**config.mk**
```make
export PLATFORM = sky130hd
export DESIGN_NAME = sreg_rmw_engine
export DESIGN_NICKNAME = d
export VERILOG_FILES = /design/src/rtl/sreg_rmw_pkg.sv /design/src/rtl/sreg_frame_xfer.sv /design/src/rtl/sreg_wait_timer.sv /design/src/rtl/sreg_rmw_engine.sv
export SDC_FILE = /design/constraint.sdc
export NUM_CORES = 1
export LEC_CHECK = 0
export ABC_CLOCK_PERIOD_IN_PS = 6850
export BUFFER_PORTS_ARGS = -buffer_cell sky130_fd_sc_hd__buf_2
export CAP_MARGIN = 20
export CORE_MARGIN = 8
export CORE_UTILIZATION = 45
export DETAILED_ROUTE_END_ITERATION = 8
export HOLD_SLACK_MARGIN = 0.03
export PLACE_DENSITY = 0.68
export SLEW_MARGIN = 40
export SYNTH_ARGS = -nofsm -noshare
export SYNTH_HDL_FRONTEND = slang
export SYNTH_SLANG_ARGS = --single-unit
```
**constraint.sdc**
```tcl
create_clock -name clk -period 6.85 [get_ports clk]
set_input_delay 1.0275 -clock clk [delete_from_list [all_inputs] [get_ports clk]]
set_output_delay 1.0275 -clock clk [all_outputs]
set_load 0.005 [all_outputs]
```
**src/rtl/sreg_rmw_pkg.sv**
```systemverilog
package sreg_rmw_pkg;
  localparam logic [7:0] OP_RD_LO   = 8'h05;
  localparam logic [7:0] OP_RD_HI   = 8'h35;
  localparam logic [7:0] OP_WEN_NV  = 8'h06;
  localparam logic [7:0] OP_WEN_VOL = 8'h50;
  localparam logic [7:0] OP_WRITE   = 8'h01;

  typedef enum logic [1:0] {
    RES_OK      = 2'd0,
    RES_LOCKED  = 2'd1,
    RES_TIMEOUT = 2'd2
  } result_e;

  typedef enum logic [3:0] {
    ST_IDLE, ST_RD_LO, ST_RD_HI, ST_DECIDE, ST_WREN, ST_WRSR,
    ST_POLL, ST_SETTLE, ST_VF_LO, ST_VF_HI, ST_CHECK
  } step_e;
endpackage

```
**src/rtl/sreg_frame_xfer.sv**
```systemverilog
module sreg_frame_xfer #(
  parameter int MAX_BYTES = 3,
  localparam int NB_W = $clog2(MAX_BYTES + 1)
) (
  input  logic                   clk,
  input  logic                   rst,
  input  logic                   go,
  input  logic [NB_W-1:0]        nbytes,
  input  logic [MAX_BYTES*8-1:0] bytes_in,
  output logic                   fin,
  output logic [7:0]             rx_byte,
  output logic                   spi_req,
  output logic [7:0]             spi_tx,
  output logic                   spi_last,
  input  logic                   spi_ack,
  input  logic [7:0]             spi_rx
);
  logic [MAX_BYTES*8-1:0] shreg_q;
  logic [NB_W-1:0]        left_q;

  always_ff @(posedge clk) begin
    if (rst) begin
      shreg_q  <= '0;
      left_q   <= '0;
      fin      <= 1'b0;
      rx_byte  <= '0;
      spi_req  <= 1'b0;
      spi_tx   <= '0;
      spi_last <= 1'b0;
    end else begin
      fin <= 1'b0;
      if (go && !spi_req) begin
        spi_req  <= 1'b1;
        spi_tx   <= bytes_in[7:0];
        shreg_q  <= bytes_in >> 8;
        left_q   <= nbytes - NB_W'(1);
        spi_last <= (nbytes == NB_W'(1));
      end else if (spi_req && spi_ack) begin
        rx_byte <= spi_rx;
        if (spi_last) begin
          spi_req  <= 1'b0;
          spi_last <= 1'b0;
          fin      <= 1'b1;
        end else begin
          spi_tx   <= shreg_q[7:0];
          shreg_q  <= shreg_q >> 8;
          left_q   <= left_q - NB_W'(1);
          spi_last <= (left_q == NB_W'(1));
        end
      end
    end
  end

  // a pending byte stays offered unchanged until acknowledged
  assert_req_hold_R10: assert property (@(posedge clk) disable iff (rst)
    (spi_req && !spi_ack) |=> (spi_req && $stable(spi_tx) && $stable(spi_last)));

  // a new frame is only launched when no frame is in flight
  assert_go_when_free_R10: assert property (@(posedge clk) disable iff (rst)
    go |-> !spi_req);
endmodule

```
**src/rtl/sreg_wait_timer.sv**
```systemverilog
module sreg_wait_timer #(
  parameter int CW = 8
) (
  input  logic          clk,
  input  logic          rst,
  input  logic          load,
  input  logic [CW-1:0] limit,
  output logic          expired
);
  logic [CW-1:0] cnt_q;

  always_ff @(posedge clk) begin
    if (rst) begin
      cnt_q   <= '0;
      expired <= 1'b0;
    end else if (load) begin
      cnt_q   <= '0;
      expired <= 1'b0;
    end else if (!expired) begin
      cnt_q   <= cnt_q + CW'(1);
      expired <= ((cnt_q + CW'(1)) >= limit);
    end
  end

  // a fresh load always restarts the window
  assert_load_clears_R5: assert property (@(posedge clk) disable iff (rst)
    load |=> !expired);
endmodule

```
**src/rtl/sreg_rmw_engine.sv**
```systemverilog
module sreg_rmw_engine
  import sreg_rmw_pkg::*;
#(
  parameter int CLK_HZ     = 200_000_000,
  parameter int TIMEOUT_MS = 30,
  parameter int SETTLE_NS  = 1000
) (
  input  logic        clk,
  input  logic        rst,
  input  logic        start,
  input  logic [15:0] mask,
  input  logic [15:0] value,
  input  logic        nonvol,
  output logic        busy,
  output logic        done,
  output logic [1:0]  result,
  output logic        spi_req,
  output logic [7:0]  spi_tx,
  output logic        spi_last,
  input  logic        spi_ack,
  input  logic [7:0]  spi_rx
);
  localparam int    TMO_CYC    = (CLK_HZ / 1000) * TIMEOUT_MS;
  localparam longint SETTLE_RAW = (longint'(CLK_HZ) * longint'(SETTLE_NS)
                                  + 64'd999_999_999) / 64'd1_000_000_000;
  localparam int    SETTLE_CYC = (SETTLE_RAW < 1) ? 1 : int'(SETTLE_RAW);
  localparam int    LIM_MAX    = (TMO_CYC > SETTLE_CYC) ? TMO_CYC : SETTLE_CYC;
  localparam int    TCW        = $clog2(LIM_MAX + 1);
  localparam int    FR_BYTES   = 3;
  localparam int    NB_W       = $clog2(FR_BYTES + 1);

  step_e       step_q;
  result_e     res_q;
  logic        done_q, issued_q, nv_q;
  logic [15:0] mask_q, val_q, cur_q;
  logic [15:0] merged;
  logic        frame_step, go, fin, tmr_load, tmr_expired;
  logic [7:0]  rx_byte;
  logic [7:0]  b0, b1, b2;
  logic [NB_W-1:0] nbytes;
  logic [TCW-1:0]  tmr_limit;

  assign merged = (cur_q & ~mask_q) | (val_q & mask_q);

  always_comb begin
    b0 = OP_RD_LO;
    b1 = 8'h00;
    b2 = 8'h00;
    nbytes = NB_W'(2);
    frame_step = 1'b1;
    case (step_q)
      ST_RD_LO, ST_VF_LO, ST_POLL: b0 = OP_RD_LO;
      ST_RD_HI, ST_VF_HI:          b0 = OP_RD_HI;
      ST_WREN: begin
        b0 = nv_q ? OP_WEN_NV : OP_WEN_VOL;
        nbytes = NB_W'(1);
      end
      ST_WRSR: begin
        b0 = OP_WRITE;
        b1 = merged[7:0];
        b2 = merged[15:8];
        nbytes = NB_W'(3);
      end
      default: frame_step = 1'b0;
    endcase
  end

  assign go        = frame_step && !issued_q;
  assign tmr_load  = (step_q == ST_WRSR) && fin;
  assign tmr_limit = nv_q ? TCW'(TMO_CYC) : TCW'(SETTLE_CYC);

  sreg_frame_xfer #(.MAX_BYTES(FR_BYTES)) u_xfer (
    .clk(clk), .rst(rst), .go(go), .nbytes(nbytes),
    .bytes_in({b2, b1, b0}), .fin(fin), .rx_byte(rx_byte),
    .spi_req(spi_req), .spi_tx(spi_tx), .spi_last(spi_last),
    .spi_ack(spi_ack), .spi_rx(spi_rx)
  );

  sreg_wait_timer #(.CW(TCW)) u_timer (
    .clk(clk), .rst(rst), .load(tmr_load), .limit(tmr_limit),
    .expired(tmr_expired)
  );

  always_ff @(posedge clk) begin
    if (rst) begin
      step_q   <= ST_IDLE;
      res_q    <= RES_OK;
      done_q   <= 1'b0;
      issued_q <= 1'b0;
      nv_q     <= 1'b0;
      mask_q   <= '0;
      val_q    <= '0;
      cur_q    <= '0;
    end else begin
      done_q <= 1'b0;
      if (go) issued_q <= 1'b1;
      if (fin) issued_q <= 1'b0;
      case (step_q)
        ST_IDLE: if (start) begin
          mask_q <= mask;
          val_q  <= value;
          nv_q   <= nonvol;
          res_q  <= RES_OK;
          step_q <= ST_RD_LO;
        end
        ST_RD_LO: if (fin) begin
          cur_q[7:0] <= rx_byte;
          step_q     <= ST_RD_HI;
        end
        ST_RD_HI: if (fin) begin
          cur_q[15:8] <= rx_byte;
          step_q      <= ST_DECIDE;
        end
        ST_DECIDE: begin
          if (((cur_q ^ val_q) & mask_q) == 16'h0000) begin
            done_q <= 1'b1;
            res_q  <= RES_OK;
            step_q <= ST_IDLE;
          end else begin
            step_q <= ST_WREN;
          end
        end
        ST_WREN: if (fin) step_q <= ST_WRSR;
        ST_WRSR: if (fin) step_q <= nv_q ? ST_POLL : ST_SETTLE;
        ST_POLL: if (fin) begin
          if (!rx_byte[0]) begin
            step_q <= ST_VF_LO;
          end else if (tmr_expired) begin
            done_q <= 1'b1;
            res_q  <= RES_TIMEOUT;
            step_q <= ST_IDLE;
          end
        end
        ST_SETTLE: if (tmr_expired) step_q <= ST_VF_LO;
        ST_VF_LO: if (fin) begin
          cur_q[7:0] <= rx_byte;
          step_q     <= ST_VF_HI;
        end
        ST_VF_HI: if (fin) begin
          cur_q[15:8] <= rx_byte;
          step_q      <= ST_CHECK;
        end
        ST_CHECK: begin
          done_q <= 1'b1;
          res_q  <= (((cur_q ^ val_q) & mask_q) != 16'h0000) ? RES_LOCKED : RES_OK;
          step_q <= ST_IDLE;
        end
        default: step_q <= ST_IDLE;
      endcase
    end
  end

  assign busy   = (step_q != ST_IDLE);
  assign done   = done_q;
  assign result = res_q;

  // completion is a single-cycle pulse
  assert_done_pulse_R10: assert property (@(posedge clk) disable iff (rst)
    done |=> !done);

  // the latched request is frozen while an operation runs
  assert_start_ignored_R8: assert property (@(posedge clk) disable iff (rst)
    (busy && start) |=> ($stable(mask_q) && $stable(val_q) && $stable(nv_q)));

  // a timeout can only come from a persistent update
  assert_timeout_nv_only_R5: assert property (@(posedge clk) disable iff (rst)
    (done && result == 2'd2) |-> nv_q);

  // the byte interface is silent while idle
  assert_idle_quiet_R9: assert property (@(posedge clk) disable iff (rst)
    !busy |-> !spi_req);

  // no reserved result code is ever reported
  assert_result_legal_R10: assert property (@(posedge clk) disable iff (rst)
    result != 2'd3);
endmodule

```
======== Word-level counts from Yosys, hierarchy flattened ========
Index checks and enable logic that the tools add are counted.
operators by class
  $add $sub $neg .......................... 3
  magnitude comparators ................... 1
  eq/ne operators ......................... 26
  mux-type cells .......................... 50
  bitwise operators ....................... 8
  reductions and logical operators ........ 27
operators by type and width
  kind                                                                    count
  16-bit AND                                                              3
  16-bit 2-to-1 mux                                                       3
  4-bit 2-to-1 mux                                                        11
  8-bit 2-to-1 mux                                                        5
  4-bit one-hot mux with 10 select lines                                  1
  23-bit by 1-bit adder with 23-bit output (second input constant)        1
  23-bit greater-or-equal comparator                                      1
  23-bit 2-to-1 mux                                                       1
  7-bit one-hot mux with 3 select lines                                   1
  2-bit by 1-bit != test with 1-bit output (second input constant)        10
  4-bit by 3-bit equality test with 1-bit output (second input constant)  4
  16-bit zero test                                                        1
  2-bit 2-to-1 mux                                                        8
  16-bit inverter                                                         1
  16-bit OR                                                               1
  16-bit nonzero test                                                     1
  16-bit bitwise XOR                                                      1
  1-bit 2-to-1 mux                                                        15
  4-bit equality test (second input constant)                             3
  2-bit AND reduction                                                     6
  10-bit AND reduction                                                    1
  4-bit by 2-bit equality test with 1-bit output (second input constant)  2
  2-bit one-hot mux with 4 select lines                                   1
  4-bit nonzero test                                                      2
  18 further kinds                                                        31
word-level totals
  bits in registers ....................... 118
  input bits .............................. 45

======== Logic depth before layout (Yosys ltp) ========
Gate-level depths: netlist of the first run.
  depth after elaboration ................. 7
  depth in mapped cells ................... 12
  gate-level depth less buffers ........... 12

======== Cells and area by module ========
From an unflattened synthesis of the first run, not the netlist that was laid out.
second synthesis, totals
  cell total of the unflattened synthesis .. 789
  area, all modules ....................... 6332.3 µm²
by module, submodules not included
  module           instances  cells an instance  area each (µm²)  sequential area each (µm²)
  sreg_rmw_engine  1          350                2836.5           1141.1
  sreg_wait_timer  1          250                1954.4           480.5
  sreg_frame_xfer  1          189                1541.5           740.7

======== Least setup slack after synthesis of the first run ========
Ideal clock, no wire load.
  path kind ............................... reg-to-reg
  start point ............................. register u_timer.cnt_q[0]
  end point ............................... register u_timer.expired
  setup time .............................. 0.079 ns
  arrival time ............................ 2.678 ns
  required time ........................... 6.771 ns
  slack ................................... 4.093 ns
  cell stages (with the launch flop) ...... 11
  path buffers ............................ 0
  cell sequence ........................... dfxtp_1 ha_1 nand3_1 nor4_1 nand2_1 xnor2_1 ha_1 a21oi_1 and4b_1 or4_1 o211ai_1
on the way
  word-level cells in the longest chain between the ends .. 3
RTL lines
  what                                      line                   source
  from (decl)                               sreg_wait_timer.sv:10  logic [CW-1:0] cnt_q;
  from (signal assigned)                    sreg_wait_timer.sv:20  cnt_q <= cnt_q + CW'(1);
  23-bit by 1-bit adder with 23-bit output  sreg_wait_timer.sv:21  expired <= ((cnt_q + CW'(1)) >= limit);
  23-bit greater-or-equal comparator        sreg_wait_timer.sv:21
  1-bit 2-to-1 mux                          sreg_wait_timer.sv:19  end else if (!expired) begin
  to (signal assigned)                      sreg_wait_timer.sv:21
  to (decl)                                 sreg_wait_timer.sv:8   output logic expired
Every way passes these cells.
A chain may end at the register's enable or synchronous reset.

======== Worst setup path after layout of the first run ========
Ends and elaborated chain as after synthesis.

==> impl_metrics.yaml, run 1 <==
grt:
  grt_pass1_vias: 4810
  grt_use_met3_pct: 5.254
  grt_first_pass_wirelength_um: 22960
  busiest_layer: "met2"
  overflow: 0
  grt_usage_pct: 17.27
  met1_usage_pct: 21.81
  antenna_found_initial: 0
  grt_use_met2_pct: 26.85
  grt_max_degree: 96
finish:
  nFillCells: 1205
  layout_common_cells: "nand2_1 (118), dfxtp_1 (117), nor2_1 (96), a21oi_1 (63), buf_2 (58)"
  multi_input_area_um2: 3138
  mostFrequentLayoutCell: "nand2_1"
  fin_nets: 795
  regArea_um2: 2364
  diodes: 0
  area_delta_synth_final_pct: 16.70
  drive_above_1_share_pct: 13.47
timing:
  hold_viol_final: 0
  fin_skew_ns: 0.006324
  slew_headroom_pct: 44.17
  min_period_over_period_pct: 47.98
  slew_viol_final: 0
  rsz0062_at_grt: "no"
  worstMarginPinSlew_ns: 0.8349
  min_period_ns: 3.287
  fmax_mhz: 304.2
  setup_viol: 0
  tns_ns: 0
synth:
  synthFlopType: "dfxtp_1"
  synth-edff-count: 0
  ys_seq_area_share_pct: 41.20
  syn_area_per_cell_um2: 8.202
  yosysWarnings: 0
  netlist_area_um2: 5733
  synth_async_sr_flop_share_pct: 0
  synth_top_area_cell: "dfxtp_1"
  syn_nets: 757
  synth.area.top_cells: "dfxtp_1 (41%), nand2_1 (7.8%), mux2i_1 (6.3%), nor2_1 (6.3%), a21oi_1 (5.5%)"
  syn_inst: 699
  ys_seq_elements: 118
  ys_types: 51
  yosys.area.top_type_share_pct: 41.20
setup_path:
  crit_buf_inv: 0
  cp-end-kind: "flip-flop"
  critPathLaunchType: "flip-flop"
  path_cells: "ha_1, nand3_1, nor4_1, nand2_1, nor2_1, xor2_1, ha_1, nor2_1, and4b_1, or4_1, o211ai_1"
  slowest_stage: "nor4_1"
  critPathMaxStageDelay_ns: 0.76
  cp_max_fo: 5
  critPathTopFamily: "simple AND/OR/NAND/NOR gates"
  required_ns: 7.18
  critPathArrivalTime_ns: 3.62
  path_class: "reg2reg"
route:
  viasPerCell: 5.384
  routedWlPerCell_um: 15.03
  antenna_left: 0
  vias: 4964
  routed_wirelength_um: 13860
  drt_iter0_drc: 388
  route.detailed.drc: 0
  first_pass_iters: 5
clocking:
  cts_setup_buffers: 0
  clk_pin_slew_ns: 0.06
  ctsHoldBuffers: 0
  clk_latency_ns: 0.41
  cts_tree: "done"
  clock-sinks: 118
  postCtsResizedCells: 0
  htreeDepth: 4
  cts_buffers: 17
  cts_buffer_depth: 2
  cts_root_buffer: "clkbuf_16"
power_and_ir_drop:
  peakVddDrop_uv: 159.0
  switching_share_pct: 31.75
  switchingPower_uw: 740.3
  power_density_nw_per_um2: 348.5
  pwr-share-seq_pct: 37.4
  finalPower_mw: 2.332
  p_leak_nw: 2.776
  clkPwrFrac_pct: 41.2
  combPwrFrac_pct: 21.4
  p_int_mw: 1.591
floorplanning:
  io_pins: 59
  die_area_um2: 16610
  start_util_pct: 45.80
  die_h_um: 128.9
  die_x_um: 128.9
  rows: 41
  core_region_area_um2: 12520
run:
  cap_violations: 0
worst_hold_path:
  hp-class: "reg2reg"
place:
  dp.final_hpwl_um: 9600
  routabilityCongestion: 0.8299
  portBuffers: 58
status:
  outcome: "finished clean"
## state kept, by name (all words and copies together) (netlist names), 2 cells and up
register,flops
cur_q,16
u_xfer.shreg_q,16
result,2
u_xfer.left_q,2
step_q,4
mask_q,16
u_timer.cnt_q,23
val_q,16
u_xfer.rx_byte,8
u_xfer.spi_tx,8
## synth_stat cells (4+ instances only)
master / instances
a21oi_1: 63
nor3_1: 16
nor2b_1: 4
o211ai_1: 5
ha_1: 13
nand3_1: 16
dfxtp_1: 118
nand2b_1: 7
inv_1: 7
nand2_1: 119
xnor2_1: 21
a22oi_1: 10
clkbuf_1: 32
nor2_1: 96
or3_1: 5
o21ai_0: 33
nand4_1: 8
mux2i_1: 36
xor2_1: 33
nand3b_1: 5
## worst min-delay path, stage by stage (launching register included)
cell and delay, ns:
dfxtp_1 0.32, nand2_1 0.06, a21oi_1 0.05
## cell type report
| type | instances | share of cell area [%] |
|---|---|---|
| repair buffers | 59 | 4.507 |
| clock inverters | 13 | 2.880 |
| inverters | 7 | 0.3927 |
| flip-flops and latches | 118 | 35.33 |
| well taps | 172 | 3.217 |
| multi-input cells | 534 | 46.90 |
| clock buffers | 19 | 6.770 |
## kinds of logic (layout without fill, tap and decap cells)
group                    Yosys count  after routing  share of synthesized area (%)
AO/OA/AOI/OAI                    134            134                          13.58
multiplexers                      36             36                          6.286
flip-flops                       118            118                          41.20
buffers and inverters             47             98                          4.147
adder cells (fa/ha/maj)           13             13                          2.837
XOR/XNOR                          54             54                          8.250
AND/OR/NAND/NOR                  297            297                          23.70
## per-stage QoR
stage | area [um^2] | instances | setup WS, ns | hold WS [ns] | util (%)
after floorplan | 5733 | 699 | 4.093 | 0.4480 | -
after global placement | 6035 | 890 | 3.815 | 0.4602 | 48.21
after detailed placement | 6042 | 890 | 3.619 | 0.4713 | 48.27
after CTS | 6688 | 922 | 3.590 | 0.4758 | 53.43
after global routing | 6690 | 922 | 3.306 | 0.5010 | 53.45
final | 6690 | 922 | 3.563 | 0.4742 | 53.45
## worst paths after layout
check	from	to	slack (ns)	depth (start not counted)
max	u_timer.cnt_q[0]$_SDFFE_PP0N_	u_timer.expired$_SDFF_PP0_	3.56	11
min	u_xfer.rx_byte[6]$_SDFFE_PP0P_	u_xfer.rx_byte[6]$_SDFFE_PP0P_	0.47	2
max reg2reg	u_timer.cnt_q[0]$_SDFFE_PP0N_	u_timer.expired$_SDFF_PP0_	3.56	11
min reg2reg	u_xfer.rx_byte[6]$_SDFFE_PP0P_	u_xfer.rx_byte[6]$_SDFFE_PP0P_	0.47	2
## layer usage
| metal | wire length [um] | up-vias |
|---|---|---|
| met5 | 0 | - |
| met4 | 293 | 0 |
| met3 | 807 | 24 |
| met2 | 6350 | 130 |
| met1 | 6407 | 2328 |
| li1 | - | 2482 |
## power groups by stage
stage,Sequential [mW],Combinational [mW],Clock [mW]
finish,0.873,0.498,0.961
global route,0.885,0.571,1.01
CTS,0.871,0.498,0.972
detailed placement,0.885,0.494,0
global placement,0.880,0.480,0
floorplan,0.847,0.382,0
(Power assumes the default switching activity.)
==> run 2, diff against run 1 <==
- ABC_AREA: unset -> 1
- ABC_CLOCK_PERIOD_IN_PS: 6850 -> 3000
- PLACE_DENSITY: 0.68 -> 0.7
- clock period: 6.85 -> 3 ns (I/O delays scaled with it)
==> run 2 against run 1 <==
Against the previous run:
- area after synthesis increased by 2.0%
- critical path depth is 9 higher
- utilization up 0.89 points
- synthesized cell count rose by 18%
- via count grew 9.7%
- hold slack worse by 0.20 ns
- final area grew 2.9%
- global-route usage increased by 0.87 points
==> impl_metrics.yaml, run 2 <==
place:
  portBuffers: 58
  dp.cells: 1034
  dp.final_hpwl_um: 10500
  dp_slack_ns: 0.3887
  routabilityCongestion: 0.8812
clocking:
  clock-sinks: 118
  clk_pin_slew_ns: 0.06
  cts_root_buffer: "clkbuf_16"
  htreeDepth: 4
  cts_buffer_depth: 2
  clk_latency_ns: 0.42
  cts_setup_buffers: 0
  cts_tree: "done"
  cts_buffers: 17
  ctsHoldBuffers: 0
  postCtsResizedCells: 0
synth:
  synth_async_sr_flop_share_pct: 0
  ys_seq_area_share_pct: 40.39
  syn_nets: 885
  synth.area.top_cells: "dfxtp_1 (40%), nand2_1 (10%), a21oi_1 (9.2%), o21ai_0 (7.5%), inv_1 (5.8%)"
  syn_inst: 827
  yosys.area.top_type_share_pct: 40.39
  yosysWarnings: 0
  synth_top_area_cell: "dfxtp_1"
  ys_seq_elements: 118
  synth-edff-count: 0
  yosys-top-cells-count: "nand2_1 (162), dfxtp_1 (118), a21oi_1 (108), inv_1 (90), o21ai_0 (88)"
  syn_area_per_cell_um2: 7.073
  synthFlopType: "dfxtp_1"
  synthMostInstantiatedCell: "nand2_1"
  ys_types: 45
  netlist_area_um2: 5849
power_and_ir_drop:
  clkPwrFrac_pct: 36.6
  switchingPower_mw: 1.934
  switching_share_pct: 34.92
  p_int_mw: 3.605
  p_leak_nw: 2.956
  finalPower_mw: 5.539
  pwr-share-seq_pct: 36.5
  power_density_nw_per_um2: 804.5
  combPwrFrac_pct: 27.0
  peakVddDrop_uv: 366.7
timing:
  worstMarginPinSlew_ns: 0.6134
  tns_ns: 0
  setup_ws_ns: 0.3701
  fin_skew_ns: 0.008124
  min_period_ns: 2.630
  slew_headroom_pct: 58.73
  hold_viol_final: 0
  fmax_mhz: 380.2
  rsz0062_at_grt: "no"
  setup_viol: 0
  min_period_over_period_pct: 87.66
  slew_viol_final: 0
grt:
  grt_first_pass_wirelength_um: 24140
  overflow: 0
  grt_usage_pct: 18.14
  grt_pass1_vias: 4958
  grt_max_degree: 46
  antenna_found_initial: 0
route:
  viasPerCell: 5.109
  antenna_left: 0
  routedWlPerCell_um: 13.78
  drt_iter0_drc: 437
  route.detailed.drc: 0
  routed_wirelength_um: 14690
  vias: 5446
  first_pass_iters: 5
finish:
  nFillCells: 1233
  area_delta_synth_final_pct: 17.71
  finalNonFillerCells: 1066
  drive_above_1_share_pct: 15.10
  layout_common_cells: "nand2_1 (162), dfxtp_1 (118), a21oi_1 (108), inv_1 (90), o21ai_0 (88)"
  diodes: 0
  largest_reg_flops: 23
  mostFrequentLayoutCell: "nand2_1"
  fin_nets: 939
  regMostFlops: "u_timer.cnt_q"
setup_path:
  reg2reg_from: "u_timer.cnt_q[0]$_SDFFE_PP0N_"
  critPathMaxStageDelay_ns: 0.38
  cp-end-kind: "flip-flop"
  r2r_end: "u_timer.expired$_SDFF_PP0_"
  critPathTopFamily: "simple AND/OR/NAND/NOR gates"
  r2r_slack_ns: 0.37
  startpoint: "u_timer.cnt_q[0]$_SDFFE_PP0N_"
  crit_buf_inv: 2
  path_class: "reg2reg"
  crit_top_cell: "nand2_1"
  path_cells: "ha_1, nand3_2, nor2_4, nand3_2, nor2_1, xnor2_1, inv_1, ha_1, nand2_1, nor2_1, nand3_1, nor2_1, nand2_1, nor2_1, nand3_1, nand2_1, inv_1, nand2_1, nand2_1, a21oi_1"
  critPathLaunchType: "flip-flop"
  reg2regPathDepth: 20
  slowest_stage: "dfxtp_1"
  critPathArrivalTime_ns: 2.98
  cp_max_fo: 4
  required_ns: 3.35
status:
  outcome: "finished clean"
floorplanning:
  io_pins: 59
  rows: 41
  start_util_pct: 46.16
  die_x_um: 130.0
  die_h_um: 130.0
  die_area_um2: 16900
  core_region_area_um2: 12670
worst_hold_path:
  holdPathEnd: "u_xfer.rx_byte[7]$_SDFFE_PP0P_"
  hp-class: "in2reg"
  whs_path_depth: 3
  min_from: "spi_rx[7]"
run:
  cap_violations: 0
## run 2: per-layer routing
layer / vias up / global-route usage [%] / wire length (um)
met5: - / 0 / 0
met4: 0 / 6.762 / 225
met3: 18 / 4.488 / 857
met2: 130 / 26.98 / 6364
met1: 2457 / 24.83 / 7243
li1: 2841 / - / -
## run 2: worst max-delay path by stage
stage	to	slack, ns	depth (start not counted)
global route	u_timer.expired$_SDFF_PP0_	0.04	20
global placement	u_timer.expired$_SDFF_PP0_	0.46	20
finish	u_timer.expired$_SDFF_PP0_	0.37	20
CTS	u_timer.expired$_SDFF_PP0_	0.37	20
floorplan	u_timer.expired$_SDFF_PP0_	0.65	20
detailed placement	u_timer.expired$_SDFF_PP0_	0.39	20
## run 2: layout make-up
class / count / area, um^2 / area share (%)
sequential: 118 / 2362 / 34.31
multi-input combinational: 577 / 2949 / 42.83
tap: 172 / 215.2 / 3.126
clock buffer: 19 / 452.9 / 6.578
inverter: 100 / 389.1 / 5.651
clock inverter: 13 / 146.4 / 2.126
timing repair buffer: 67 / 370.4 / 5.379
## run 2: through the flow
step	hold WS, ns	utilization [%]	cell area, um^2
2_1_floorplan	0.4229	-	5849
3_3_place_gp	0.4455	49.61	6286
3_5_place_dp	0.4459	49.61	6286
4_1_cts	0.2630	54.34	6885
5_1_grt	0.2921	54.34	6885
6_report	0.2705	54.34	6885
## run 2: worst reg2reg max path: stages (launching register included)
cell and delay [ns]:
dfxtp_1 0.38, ha_1 0.25, nand3_2 0.13, nor2_4 0.16, nand3_2 0.12, nor2_1 0.13
xnor2_1 0.14, inv_1 0.06, ha_1 0.29, nand2_1 0.07, nor2_1 0.11, nand3_1 0.08
nor2_1 0.09, nand2_1 0.06, nor2_1 0.11, nand3_1 0.07, nand2_1 0.06, inv_1 0.03
nand2_1 0.06, nand2_1 0.05, a21oi_1 0.12
## run 2: kinds of logic after synthesis
| logic type | after synthesis | share of synthesized area, % |
|---|---|---|
| DFF | 118 | 40.39 |
| and+or+nand+nor | 318 | 24.62 |
| AOI/OAI and AO/OA | 230 | 20.62 |
| xor gates and xnor gates | 16 | 2.396 |
| buffers and inverters | 132 | 9.198 |
| adders and majority gates | 13 | 2.781 |
## run 2: power by group through the flow
| stage | sequential (mW) | combinational [mW] | clock [mW] |
|---|---|---|---|
| final | 2.02 | 1.49 | 2.03 |
| after global routing | 2.05 | 1.68 | 2.13 |
| after CTS | 2.02 | 1.50 | 2.05 |
| after detailed placement | 2.05 | 1.48 | 0 |
| after global placement | 2.04 | 1.47 | 0 |
| after floorplan | 2.01 | 1.16 | 0 |
==> run 3, diff against run 2 <==
- ABC_CLOCK_PERIOD_IN_PS: 3000 -> 2700
- CELL_PAD_IN_SITES_DETAIL_PLACEMENT: unset -> 0
- CELL_PAD_IN_SITES_GLOBAL_PLACEMENT: unset -> 1
- CORE_UTILIZATION: 45 -> 43
- PLACE_DENSITY: 0.7 -> 0.84
- clock period: 3 -> 2.7 ns (I/O delays scaled with it)
==> run 3 against run 2 <==
Against the previous run:
- sequential cell count is the same
- sequential share of layout area shrank 0.21 points
- fmax grew 6.0%
- utilization shrank 1.8 points
- critical path depth shrank 8
- final cell count grew 1.0%
- clock skew shrank 0.0017 ns
- register-to-register slack lost 0.15 ns
- routed wire length grew 5.4%
- sequential power grew 11%
- die area grew 4.1%
- hold slack lost 0.026 ns
==> impl_metrics.yaml, run 3 (synthesized netlist as in run 2, its figures left out) <==
floorplanning:
  core_region_area_um2: 13240
  io_pins: 59
  start_util_pct: 44.17
  die_h_um: 132.6
  die_area_um2: 17590
  die_x_um: 132.6
  rows: 42
route:
  routedWlPerCell_um: 14.38
  antenna_left: 0
  viasPerCell: 5.131
  wl_met1_um: 7425
  wl_met3_um: 720
  routed_wirelength_um: 15490
  route.detailed.drc: 0
  drt_iter0_drc: 394
  top_layer_used: "met4"
  vias: 5526
  wl_met2_um: 7085
  first_pass_iters: 5
timing:
  setup_viol: 0
  hold_viol_final: 0
  hold_slack_ns: 0.2442
  worstMarginPinSlew_ns: 0.5711
  fin_skew_ns: 0.006413
  fmax_mhz: 402.9
  tns_ns: 0
  setup_ws_ns: 0.2182
  min_period_ns: 2.482
  min_period_over_period_pct: 91.92
  slew_viol_final: 0
  slew_headroom_pct: 61.89
power_and_ir_drop:
  power_density_nw_per_um2: 866.6
  peakVddDrop_uv: 532.6
  finalPower_mw: 6.033
  p_leak_nw: 2.967
worst_hold_path:
  hp-class: "in2reg"
finish:
  mostFrequentLayoutCell: "nand2_1"
  layout_common_cells: "nand2_1 (162), dfxtp_1 (113), a21oi_1 (107), inv_1 (89), o21ai_0 (88)"
  largest_reg_flops: 23
  fin_util_pct: 52.57
  diodes: 0
  regMostFlops: "u_timer.cnt_q"
  drive_above_1_share_pct: 16.87
  fin_nets: 946
  area_delta_synth_final_pct: 19.02
grt:
  grt_first_pass_wirelength_um: 25520
  grt_pass1_vias: 5281
  antenna_found_initial: 0
  overflow: 0
  grt_usage_pct: 17.86
  grt_max_degree: 54
clocking:
  clk_pin_slew_ns: 0.05
  cts_buffer_depth: 2
  clock-sinks: 118
  clk_latency_ns: 0.42
  cts_root_buffer: "clkbuf_16"
  cts_tree: "done"
  cts_buffers: 17
  htreeDepth: 4
setup_path:
  critPathLaunchType: "flip-flop"
  cp-end-kind: "flip-flop"
  path_class: "reg2reg"
  cp_max_fo: 5
  required_ns: 3.00
  critPathArrivalTime_ns: 2.78
status:
  outcome: "finished clean"
place:
  dp.final_hpwl_um: 11330
  routabilityCongestion: 0.8625
  dp_slack_ns: 0.1189
  portBuffers: 58
run:
  cap_violations: 0
==> run 3: cell types whose count changed in the layout (fill, tap and decap cells not counted), moves of 2 or more <==
cell | previous run | this run
nand3_2 | 3 | 1
ha_1 | 13 | 11
buf_4 | 8 | 16
clkinv_2 | 3 | 6
dfxtp_2 | 0 | 3
ha_4 | 0 | 2
nand3_4 | 0 | 2
dfxtp_4 | 0 | 2
dfxtp_1 | 118 | 113
clkinv_4 | 6 | 3
==> run 3: per-stage QoR <==
step	area [um^2]	std cells
after global routing	6962	1077
final	6962	1077
after global placement	6301	1041
after floorplan	5849	827
after detailed placement	6301	1041
after CTS	6862	1073
==> run 3: final cells by class <==
class | count | area, um^2
well taps | 176 | 220.2
clock buffers | 20 | 456.7
clock inverters | 12 | 103.9
inverters | 100 | 389.1
multi-input cells | 577 | 3008
repair buffers | 74 | 410.4
flip-flops and latches | 118 | 2374
fillers | 1346 | 6281
==> run 3: power breakdown <==
part / switching [mW] / leakage (nW) / internal, mW
clock: 0.799 / 0.272 / 1.31
combinational: 1.12 / 1.73 / 0.554
sequential: 0.211 / 0.965 / 2.04
==> run 3: worst max-delay path, cell delays in order, from the launching register on <==
cell      delay, ns
dfxtp_1        0.45
nand3_2        0.18
nor2_4         0.18
buf_4          0.14
nand2_1        0.07
nor3_1         0.26
nand4_1        0.16
xor2_1         0.19
ha_1           0.18
a21oi_1        0.14
nand3_1        0.08
a211oi_1       0.26
a21oi_2        0.08
==> run 3: timing repair <==
action | CTS | global route
buffers inserted | 0 | 4
hold buffers | 0 | 0
setup endpoints to repair | 0 | 1
gates resized for setup | 0 | 17
==> run 3: path summary, 6_finish.rpt <==
path                                                      from                        endpoint  slack (ns)  cells after the start
worst max-delay path             u_timer.cnt_q[2]$_SDFFE_PP0N_      u_timer.expired$_SDFF_PP0_        0.22                     12
worst min-delay path                                 spi_rx[5]  u_xfer.rx_byte[5]$_SDFFE_PP0P_        0.24                      3
worst max register to register   u_timer.cnt_q[2]$_SDFFE_PP0N_      u_timer.expired$_SDFF_PP0_        0.22                     12
worst min register to register  u_xfer.shreg_q[8]$_SDFFE_PP0P_  u_xfer.shreg_q[8]$_SDFFE_PP0P_        0.46                      2
==> run 3: routing by layer <==
| metal | vias to the layer above | global-route usage, % |
|---|---|---|
| met5 | - | 0 |
| met3 | 20 | 4.466 |
| met4 | 0 | 7.319 |
| met2 | 117 | 28.55 |
| li1 | 2849 | - |
| met1 | 2540 | 22.50 |
